$ cat config.mk
export PLATFORM = sky130hd
export DESIGN_NAME = fp_issue_ctrl
export DESIGN_NICKNAME = d
export VERILOG_FILES = /design/src/rtl/fpi_pkg.sv /design/src/rtl/fpi_class_decode.sv /design/src/rtl/fpi_inflight_queue.sv /design/src/rtl/fpi_issue_gate.sv /design/src/rtl/fp_issue_ctrl.sv
export SDC_FILE = /design/constraint.sdc
export NUM_CORES = 1
export LEC_CHECK = 0
export BUFFER_PORTS_ARGS = -buffer_cell sky130_fd_sc_hd__buf_2
export CORE_MARGIN = 2
export CORE_UTILIZATION = 39
export DETAILED_ROUTE_END_ITERATION = 10
export HOLD_SLACK_MARGIN = 0.1
export MAX_ROUTING_LAYER = met4
export PLACE_DENSITY = 0.54
export SETUP_SLACK_MARGIN = 0.3
export SLEW_MARGIN = 10
export SYNTH_ARGS = -nofsm -noshare
export SYNTH_HDL_FRONTEND = slang
export SYNTH_SLANG_ARGS = --single-unit
$ cat constraint.sdc
create_clock -name clk -period 4.61 [get_ports clk]
set_clock_uncertainty 0.2 [all_clocks]
set_input_delay 0.6915 -clock clk [delete_from_list [all_inputs] [get_ports clk]]
set_output_delay 0.6915 -clock clk [all_outputs]
set_load 0.01 [all_outputs]
$ cat src/rtl/fpi_pkg.sv
`timescale 1ns/1ps
package fpi_pkg;

  typedef enum logic [2:0] {
    OPC_FAST  = 3'd0,
    OPC_SLOW  = 3'd1,
    OPC_MIDL  = 3'd2,
    OPC_DIV   = 3'd3,
    OPC_RECIP = 3'd4,
    OPC_CSRMV = 3'd5,
    OPC_ST2CR = 3'd6,
    OPC_RSVD  = 3'd7
  } opc_e;

  typedef struct packed {
    logic       blocking;
    logic       fwd;
    logic       long_op;
    logic [2:0] base_lat;
    logic [1:0] ivl;
  } op_attr_t;

  function automatic op_attr_t attr_of(opc_e c);
    op_attr_t a;
    a = '{blocking: 1'b0, fwd: 1'b1, long_op: 1'b0, base_lat: 3'd3, ivl: 2'd1};
    case (c)
      OPC_SLOW:  begin a.base_lat = 3'd4; a.ivl = 2'd2; end
      OPC_MIDL:  a.base_lat = 3'd4;
      OPC_DIV,
      OPC_RECIP: begin a.blocking = 1'b1; a.long_op = 1'b1; end
      OPC_CSRMV: a.blocking = 1'b1;
      OPC_ST2CR: a.fwd = 1'b0;
      default:   ;
    endcase
    return a;
  endfunction

endpackage

$ cat src/rtl/fpi_class_decode.sv
`timescale 1ns/1ps
module fpi_class_decode #(
  parameter int LAT_W    = 6,
  parameter int IVL_W    = 2,
  parameter int LONG_MIN = 18,
  parameter int LONG_MAX = 33
) (
  input  logic [2:0]       cls_i,
  input  logic [LAT_W-1:0] lat_req_i,
  output logic [LAT_W-1:0] lat_eff_o,
  output logic [IVL_W-1:0] ivl_o,
  output logic             blocking_o,
  output logic             fwd_o
);
  import fpi_pkg::*;

  op_attr_t         attr;
  logic [LAT_W-1:0] clamped;

  always_comb begin
    attr = attr_of(opc_e'(cls_i));
    if (lat_req_i < LAT_W'(LONG_MIN))      clamped = LAT_W'(LONG_MIN);
    else if (lat_req_i > LAT_W'(LONG_MAX)) clamped = LAT_W'(LONG_MAX);
    else                                   clamped = lat_req_i;
    lat_eff_o  = attr.long_op ? clamped : LAT_W'(attr.base_lat);
    ivl_o      = IVL_W'(attr.ivl);
    blocking_o = attr.blocking;
    fwd_o      = attr.fwd;
  end
endmodule

$ cat src/rtl/fpi_inflight_queue.sv
`timescale 1ns/1ps
module fpi_inflight_queue #(
  parameter int DEPTH = 3,
  parameter int LAT_W = 6,
  parameter int TAG_W = 2,
  localparam int OCC_W = $clog2(DEPTH + 1)
) (
  input  logic             clk,
  input  logic             rst,
  input  logic             flush_i,
  input  logic             push_i,
  input  logic [LAT_W-1:0] push_cnt_i,
  input  logic [TAG_W-1:0] push_tag_i,
  input  logic             push_fwd_i,
  input  logic             push_blk_i,
  output logic             pop_o,
  output logic [TAG_W-1:0] head_tag_o,
  output logic             head_fwd_o,
  output logic             blk_busy_o,
  output logic [OCC_W-1:0] occ_o
);
  logic [LAT_W-1:0] cnt_q [DEPTH];
  logic [LAT_W-1:0] cnt_d [DEPTH];
  logic [LAT_W-1:0] cnt_x [DEPTH+1];
  logic [TAG_W-1:0] tag_q [DEPTH];
  logic [TAG_W-1:0] tag_d [DEPTH];
  logic [TAG_W-1:0] tag_x [DEPTH+1];
  logic [DEPTH:0]   fwd_x, blk_x;
  logic [DEPTH-1:0] fwd_q, fwd_d, blk_q, blk_d;
  logic [OCC_W-1:0] occ_q, occ_d, wr_idx;

  assign pop_o      = (occ_q != '0) && (cnt_q[0] == '0);
  assign wr_idx     = occ_q - OCC_W'(pop_o);
  assign head_tag_o = tag_q[0];
  assign head_fwd_o = fwd_q[0];
  assign blk_busy_o = (occ_q != '0) && blk_q[0];
  assign occ_o      = occ_q;

  always_comb begin
    for (int i = 0; i < DEPTH; i++) begin
      cnt_x[i] = cnt_q[i];
      tag_x[i] = tag_q[i];
      fwd_x[i] = fwd_q[i];
      blk_x[i] = blk_q[i];
    end
    cnt_x[DEPTH] = '0;
    tag_x[DEPTH] = '0;
    fwd_x[DEPTH] = 1'b0;
    blk_x[DEPTH] = 1'b0;
    for (int i = 0; i < DEPTH; i++) begin
      logic [LAT_W-1:0] sc;
      sc       = pop_o ? cnt_x[i+1] : cnt_x[i];
      tag_d[i] = pop_o ? tag_x[i+1] : tag_x[i];
      fwd_d[i] = pop_o ? fwd_x[i+1] : fwd_x[i];
      blk_d[i] = pop_o ? blk_x[i+1] : blk_x[i];
      cnt_d[i] = (sc != '0) ? sc - 1'b1 : '0;
      if (push_i && wr_idx == OCC_W'(i)) begin
        cnt_d[i] = push_cnt_i;
        tag_d[i] = push_tag_i;
        fwd_d[i] = push_fwd_i;
        blk_d[i] = push_blk_i;
      end
    end
    occ_d = occ_q + OCC_W'(push_i) - OCC_W'(pop_o);
  end

  always_ff @(posedge clk) begin
    if (rst || flush_i) begin
      occ_q <= '0;
      fwd_q <= '0;
      blk_q <= '0;
      for (int i = 0; i < DEPTH; i++) begin
        cnt_q[i] <= '0;
        tag_q[i] <= '0;
      end
    end else begin
      occ_q <= occ_d;
      fwd_q <= fwd_d;
      blk_q <= blk_d;
      for (int i = 0; i < DEPTH; i++) begin
        cnt_q[i] <= cnt_d[i];
        tag_q[i] <= tag_d[i];
      end
    end
  end
endmodule

$ cat src/rtl/fpi_issue_gate.sv
`timescale 1ns/1ps
module fpi_issue_gate #(
  parameter int DEPTH = 3,
  parameter int TAG_W = 2,
  parameter int IVL_W = 2,
  localparam int OCC_W = $clog2(DEPTH + 1)
) (
  input  logic             clk,
  input  logic             rst,
  input  logic             flush_i,
  input  logic             valid_i,
  input  logic             blocking_i,
  input  logic [IVL_W-1:0] ivl_i,
  input  logic [OCC_W-1:0] occ_i,
  input  logic             blk_busy_i,
  output logic             ready_o,
  output logic             accept_o,
  output logic [TAG_W-1:0] tag_o
);
  logic [IVL_W-1:0] gap_q;
  logic [TAG_W-1:0] tag_q;

  assign ready_o  = (gap_q == '0) && !blk_busy_i && (occ_i < OCC_W'(DEPTH))
                  && (!blocking_i || occ_i == '0);
  assign accept_o = valid_i && ready_o && !flush_i;
  assign tag_o    = tag_q;

  always_ff @(posedge clk) begin
    if (rst || flush_i) begin
      gap_q <= '0;
      tag_q <= '0;
    end else if (accept_o) begin
      gap_q <= (ivl_i != '0) ? ivl_i - 1'b1 : '0;
      tag_q <= tag_q + 1'b1;
    end else if (gap_q != '0) begin
      gap_q <= gap_q - 1'b1;
    end
  end
endmodule

$ cat src/rtl/fp_issue_ctrl.sv
`timescale 1ns/1ps
module fp_issue_ctrl #(
  parameter int DEPTH    = 3,
  parameter int LAT_W    = 6,
  parameter int TAG_W    = 2,
  parameter int IVL_W    = 2,
  parameter int LONG_MIN = 18,
  parameter int LONG_MAX = 33
) (
  input  logic             clk,
  input  logic             rst,
  input  logic             flush_i,
  input  logic             dsp_valid_i,
  output logic             dsp_ready_o,
  input  logic [2:0]       dsp_cls_i,
  input  logic [LAT_W-1:0] dsp_lat_i,
  output logic [TAG_W-1:0] dsp_tag_o,
  output logic             cmp_valid_o,
  output logic [TAG_W-1:0] cmp_tag_o,
  output logic             cmp_fwd_o
);
  localparam int OCC_W = $clog2(DEPTH + 1);

  logic [LAT_W-1:0] lat_eff;
  logic [IVL_W-1:0] ivl;
  logic             blocking, fwd, accept, pop, head_fwd, blk_busy;
  logic [TAG_W-1:0] head_tag;
  logic [OCC_W-1:0] occ;

  fpi_class_decode #(.LAT_W(LAT_W), .IVL_W(IVL_W), .LONG_MIN(LONG_MIN),
                     .LONG_MAX(LONG_MAX)) u_dec (
    .cls_i(dsp_cls_i), .lat_req_i(dsp_lat_i), .lat_eff_o(lat_eff),
    .ivl_o(ivl), .blocking_o(blocking), .fwd_o(fwd));

  fpi_issue_gate #(.DEPTH(DEPTH), .TAG_W(TAG_W), .IVL_W(IVL_W)) u_gate (
    .clk(clk), .rst(rst), .flush_i(flush_i), .valid_i(dsp_valid_i),
    .blocking_i(blocking), .ivl_i(ivl), .occ_i(occ), .blk_busy_i(blk_busy),
    .ready_o(dsp_ready_o), .accept_o(accept), .tag_o(dsp_tag_o));

  fpi_inflight_queue #(.DEPTH(DEPTH), .LAT_W(LAT_W), .TAG_W(TAG_W)) u_q (
    .clk(clk), .rst(rst), .flush_i(flush_i), .push_i(accept),
    .push_cnt_i(lat_eff - 1'b1), .push_tag_i(dsp_tag_o), .push_fwd_i(fwd),
    .push_blk_i(blocking), .pop_o(pop), .head_tag_o(head_tag),
    .head_fwd_o(head_fwd), .blk_busy_o(blk_busy), .occ_o(occ));

  always_ff @(posedge clk) begin
    if (rst || flush_i) begin
      cmp_valid_o <= 1'b0;
      cmp_tag_o   <= '0;
      cmp_fwd_o   <= 1'b0;
    end else begin
      cmp_valid_o <= pop;
      cmp_tag_o   <= head_tag;
      cmp_fwd_o   <= pop && head_fwd;
    end
  end
endmodule

After elaboration in Yosys (flattened, before gate mapping)
Memories as Yosys holds them, arrays and structs flattened.
Cells that the tools add are included.
{ "totals": {"reg_bits": 16, "ram_bits": 24, "in_bits": 13, "mem_count": 2} }
{ "classes": {"add_sub_neg": 10, "order_cmp": 3, "n_eq_ne": 8, "mux": 46, "n_bitwise": 6, "reduce_logical": 33} }
{ "memory_table": {"columns": ["memory", "depth", "width", "read_ports", "rd_clocked_by_memory_dff", "wr", "line_no", "text"], "rows": [
  ["u_q.cnt_q", 3, 6, 3, 0, 3, "fpi_inflight_queue.sv:22", "logic [LAT_W-1:0] cnt_q [DEPTH];"],
  ["u_q.tag_q", 3, 2, 3, 0, 3, "fpi_inflight_queue.sv:25", "logic [TAG_W-1:0] tag_q [DEPTH];"]
]} }
{ "op_table": {"columns": ["operator", "count"], "rows": [
  ["$mux W6", 15],
  ["$mux W2", 13],
  ["$sub A6 B1 Y6 const B", 4],
  ["$reduce_bool A6 Y1", 3],
  ["$mux W1", 17],
  ["$reduce_bool A2 Y1", 7],
  ["$logic_and A1 B1 Y1", 11],
  ["$eq A3 B3 Y1 const B", 3],
  ["$eq A3 B2 Y1 const B", 2],
  ["$gt A6 B6 Y1 const B", 1],
  ["$logic_not A2 Y1", 3],
  ["$logic_not A6 Y1", 1],
  ["$lt A6 B5 Y1 const B", 1],
  ["$or A1 B1 Y1", 6],
  ["$reduce_or A2 Y1", 2],
  ["$sub A2 B1 Y2", 2],
  ["$sub A2 B1 Y2 const B", 2],
  ["$eq A3 B1 Y1 const B", 1],
  ["$logic_not A1 Y1", 3],
  ["$mux W3", 1],
  ["$reduce_or A3 Y1", 1],
  ["$add A2 B1 Y2", 1],
  ["$add A2 B1 Y2 const B", 1],
  ["$eq A2 B1 Y1 const B", 1],
  ["3 further kinds", 4]
]} }

Longest topological paths before layout
{ "depth": {"depth_word": 11, "depth_mapped": 12, "depth_no_buf": 11} }

Modules after synthesis
A second synthesis with hierarchy kept.
{ "unflattened": {"cells_unflattened": 279, "area_unflattened_um2": 2386.0} }
{ "by_module_without_submodules": {"columns": ["mod", "instances", "cells_each", "area_per_inst_um2", "seq_area_each_um2"], "rows": [
  ["fpi_inflight_queue", 1, 203, 1762.9, 640.6],
  ["fpi_issue_gate", 1, 28, 244.0, 80.1],
  ["fp_issue_ctrl", 1, 21, 196.4, 80.1],
  ["fpi_class_decode", 1, 27, 182.7, 0.0]
]} }

Worst setup path before layout
No wires, ideal clock.
{ "synth_path": {"path_type": "reg-to-reg", "startpoint": "memory u_q.cnt_q[0][3]", "endpoint": "memory u_q.cnt_q[1][2], in the netlist u_q.cnt_q[0][8]", "setup_ns": 0.070, "arrival_ns": 2.753, "setup_slack_ns": 1.587, "path_stages_with_launch": 11, "path_buffers": 2, "path_cell_list": "dfxtp_1 > nor4_4 > nand3_1 > inv_2 > buf_2 > ha_1 > o21ai_0 > and4_2 > clkbuf_8 > or4b_1 > a21oi_1"} }
{ "synth_lines": {"columns": ["item", "line_no"], "rows": [
  ["from (decl)", "fpi_inflight_queue.sv:22"]
]} }

==> impl_metrics.py <==
metrics = {
    "run_status": {
        "outcome": "complete, no violations",
    },
    "floorplan": {
        "rows": 30,
        "core_area_um2": 6681,
        "start_util_pct": 39.57,
        "fp.dieH_um": 86.34,
        "io_pins": 20,
        "die_area_um2": 7454,
        "die_x_um": 86.34,
    },
    "timing": {
        "fmax_ghz": 0.3017,
        "setup_tns_ns": 0,
        "fin_crit_ns": 3.314,
        "slew_headroom_pct": 57.34,
        "setup_violations": 0,
        "finalCritPeriodShare_pct": 71.89,
        "rsz0062_at_grt": "no",
        "timing_hold_violations_final": 0,
        "tightest_slew_ns": 0.6361,
        "report.final.slew_viol_count": 0,
    },
    "power_and_ir_drop": {
        "ir_worst_vdd_v": 0.0002405,
        "p_per_area_nw_per_um2": 719.1,
        "power.total_mw": 2.054,
        "leakage_nw": 1.101,
    },
    "synthesis": {
        "synth_cell_type_count": 68,
        "syn-num-nets": 345,
        "synthMuxAreaShare_pct": 3.928,
        "synth_top_area_share_pct": 30.29,
        "netlist_instances": 322,
        "synth-xor-area-share_pct": 3.975,
        "ys_seq_elements": 40,
        "async_flop_share_pct": 0,
        "synth_top_family_by_area": "simple AND/OR/NAND/NOR gates",
        "ys_seq_area_share_pct": 30.29,
        "syn_area_um2": 2644,
        "syn_area_per_cell_um2": 8.211,
        "yosys.area_share.simple_pct": 27.31,
        "synth_compound_area_share_pct": 23.28,
        "post-synth-top-area-cell": "dfxtp_1",
        "synth_area_leaders": "dfxtp_1, ha_1, nand2_1",
        "yosysWarnings": 0,
        "synthFlopType": "dfxtp_1",
        "synth_edf_count": 0,
        "synthAdderAreaFrac_pct": 4.733,
    },
    "cts": {
        "cts_buffers": 5,
        "cts_hold_buf": 0,
        "cts.sink_count": 40,
        "clockBufferDepth": 2,
        "cts_tree": "built",
        "cts_max_level": 2,
        "clock_latency_ns": 0.30,
        "post_cts_resized": 0,
        "cts_root_buf": "clkbuf_8",
        "cts_setup_buffers": 0,
        "worst_setup_hold_path_clk_slew_ns": 0.08,
    },
    "grt": {
        "grt_pass1_vias": 2195,
        "grt_util_all_layers_pct": 19.23,
        "grt_util_met2_pct": 30.35,
        "grt_overflow_total": 0,
        "grt_max_degree": 30,
        "grt_pass1_wl_mm": 10.99,
        "grtUsageMet3_pct": 3.333,
        "antenna_found_initial": 0,
        "grt-busiest-layer": "met2",
        "grt_use_met1_pct": 24.66,
    },
    "setup_path": {
        "crit_required_ns": 4.63,
        "critPathKind": "reg2reg",
        "critPathArrivalTime_ns": 3.34,
        "start_kind": "flip-flop",
        "path_max_fanout": 19,
        "cp-end-kind": "flip-flop",
    },
    "min_path": {
        "worst_hold_path_type": "reg2reg",
    },
    "drt": {
        "post_drt_via_cell_ratio": 5.715,
        "dr.pass1.iters": 4,
        "wire_per_inst_um": 15.77,
        "vias": 2366,
        "drt-initial-drc-count": 145,
        "final_antenna_net_count": 0,
        "drc": 0,
        "wl_mm": 6.527,
    },
    "placement": {
        "numPortBuffers": 19,
        "gp_congestion": 0.8430,
        "dp_hpwl_mm": 4.765,
    },
    "cells_and_area": {
        "mostFrequentLayoutCell": "dfxtp_1",
        "fillerInstances": 700,
        "layout_common_cells": "dfxtp_1, nand2_1, nor2_1",
        "area_growth_pct": 8.045,
        "drive_gt1_share_pct": 14.67,
        "layout.nets": 356,
        "multi_input_area_um2": 1672,
        "antennaDiodeCount": 0,
        "seq_area_um2": 800.8,
    },
    "run": {
        "max_cap_violations": 0,
    },
}
-- per-layer routing --
metal	up-vias	wire length, um
li1	1198	-
met1	1099	3048
met2	57	3103
met3	12	207
met4	0	167
met5	-	0
-- cell usage after synthesis (all sizes together) (8+ instances only) --
library cell,count
inv,14
ha,10
nor2,32
a21oi,22
nand2,32
buf,8
a311oi,8
nor3,14
dfxtp,40
clkbuf,8
o21ai,9
-- layout make-up --
cell class,instances,share of cell area [%]
Clock buffer,6,2.891
Clock inverter,2,1.358
Inverter,14,1.840
Multi-Input combinational cell,251,58.52
Sequential cell,40,28.03
Tap cell,80,3.504
Timing Repair Buffer,21,3.855
-- flip-flops by register name, summed over array words and instances (netlist names) --
register and flops:
u_q.blk_q 3, cmp_tag_o 2, u_q.occ_o 2, u_q.tag_q 6, cmp_valid_o 1, cmp_fwd_o 1
u_gate.tag_o 2, u_q.cnt_q 18, u_gate.gap_q 2, u_q.fwd_q 3
-- worst max-delay path, cell delays in order, from the launching register on --
cell      delay [ns]
dfxtp_1         0.37
nor4_4          0.43
nand3_1         0.17
inv_2           0.32
ha_1            0.31
nand3b_1        0.09
o21ai_0         0.16
nand4_1         0.53
or4_1           0.58
o21ai_0         0.08
-- where the power goes --
part | switching, mW | internal [mW] | total (mW)
Clock | 0.133 | 0.177 | 0.310
Sequential | 0.127 | 0.432 | 0.559
Combinational | 0.662 | 0.524 | 1.19
Total | 0.921 | 1.13 | 2.05
-- final timing paths --
| kind | slack [ns] | end | cells past startpoint | from |
|---|---|---|---|---|
| worst min register to register | 0.27 | cmp_tag_o[0] | 1 | u_q.tag_q[0][0] |
| worst max-delay path | 1.30 | u_q.cnt_q[0][3] | 9 | u_q.cnt_q[0][3] |
| worst min-delay path | 0.27 | cmp_tag_o[0] | 1 | u_q.tag_q[0][0] |
| worst max register to register | 1.30 | u_q.cnt_q[0][3] | 9 | u_q.cnt_q[0][3] |
-- cells by family (layout without fill, tap and decap cells) --
group,after synthesis,after routing
simple gates,134,134
compound gates,85,85
flops,40,40
buf+inv,31,43
xor+xnor,12,12
fa+ha+maj,10,10
mux,10,10
-- per-stage QoR --
stage          util [%]  setup slack, ns  cell area [um^2]  cells  hold WS [ns]
4_1_cts           42.75            1.342              2856    414        0.2792
2_1_floorplan         -            1.587              2644    322        0.2296
3_5_place_dp      40.94            1.283              2735    406        0.2518
5_1_grt           42.75            1.008              2856    414        0.2924
6_report          42.75            1.296              2856    414        0.2738
3_3_place_gp      40.94            1.287              2735    406        0.2381
Power figures use the tool's default switching activity.
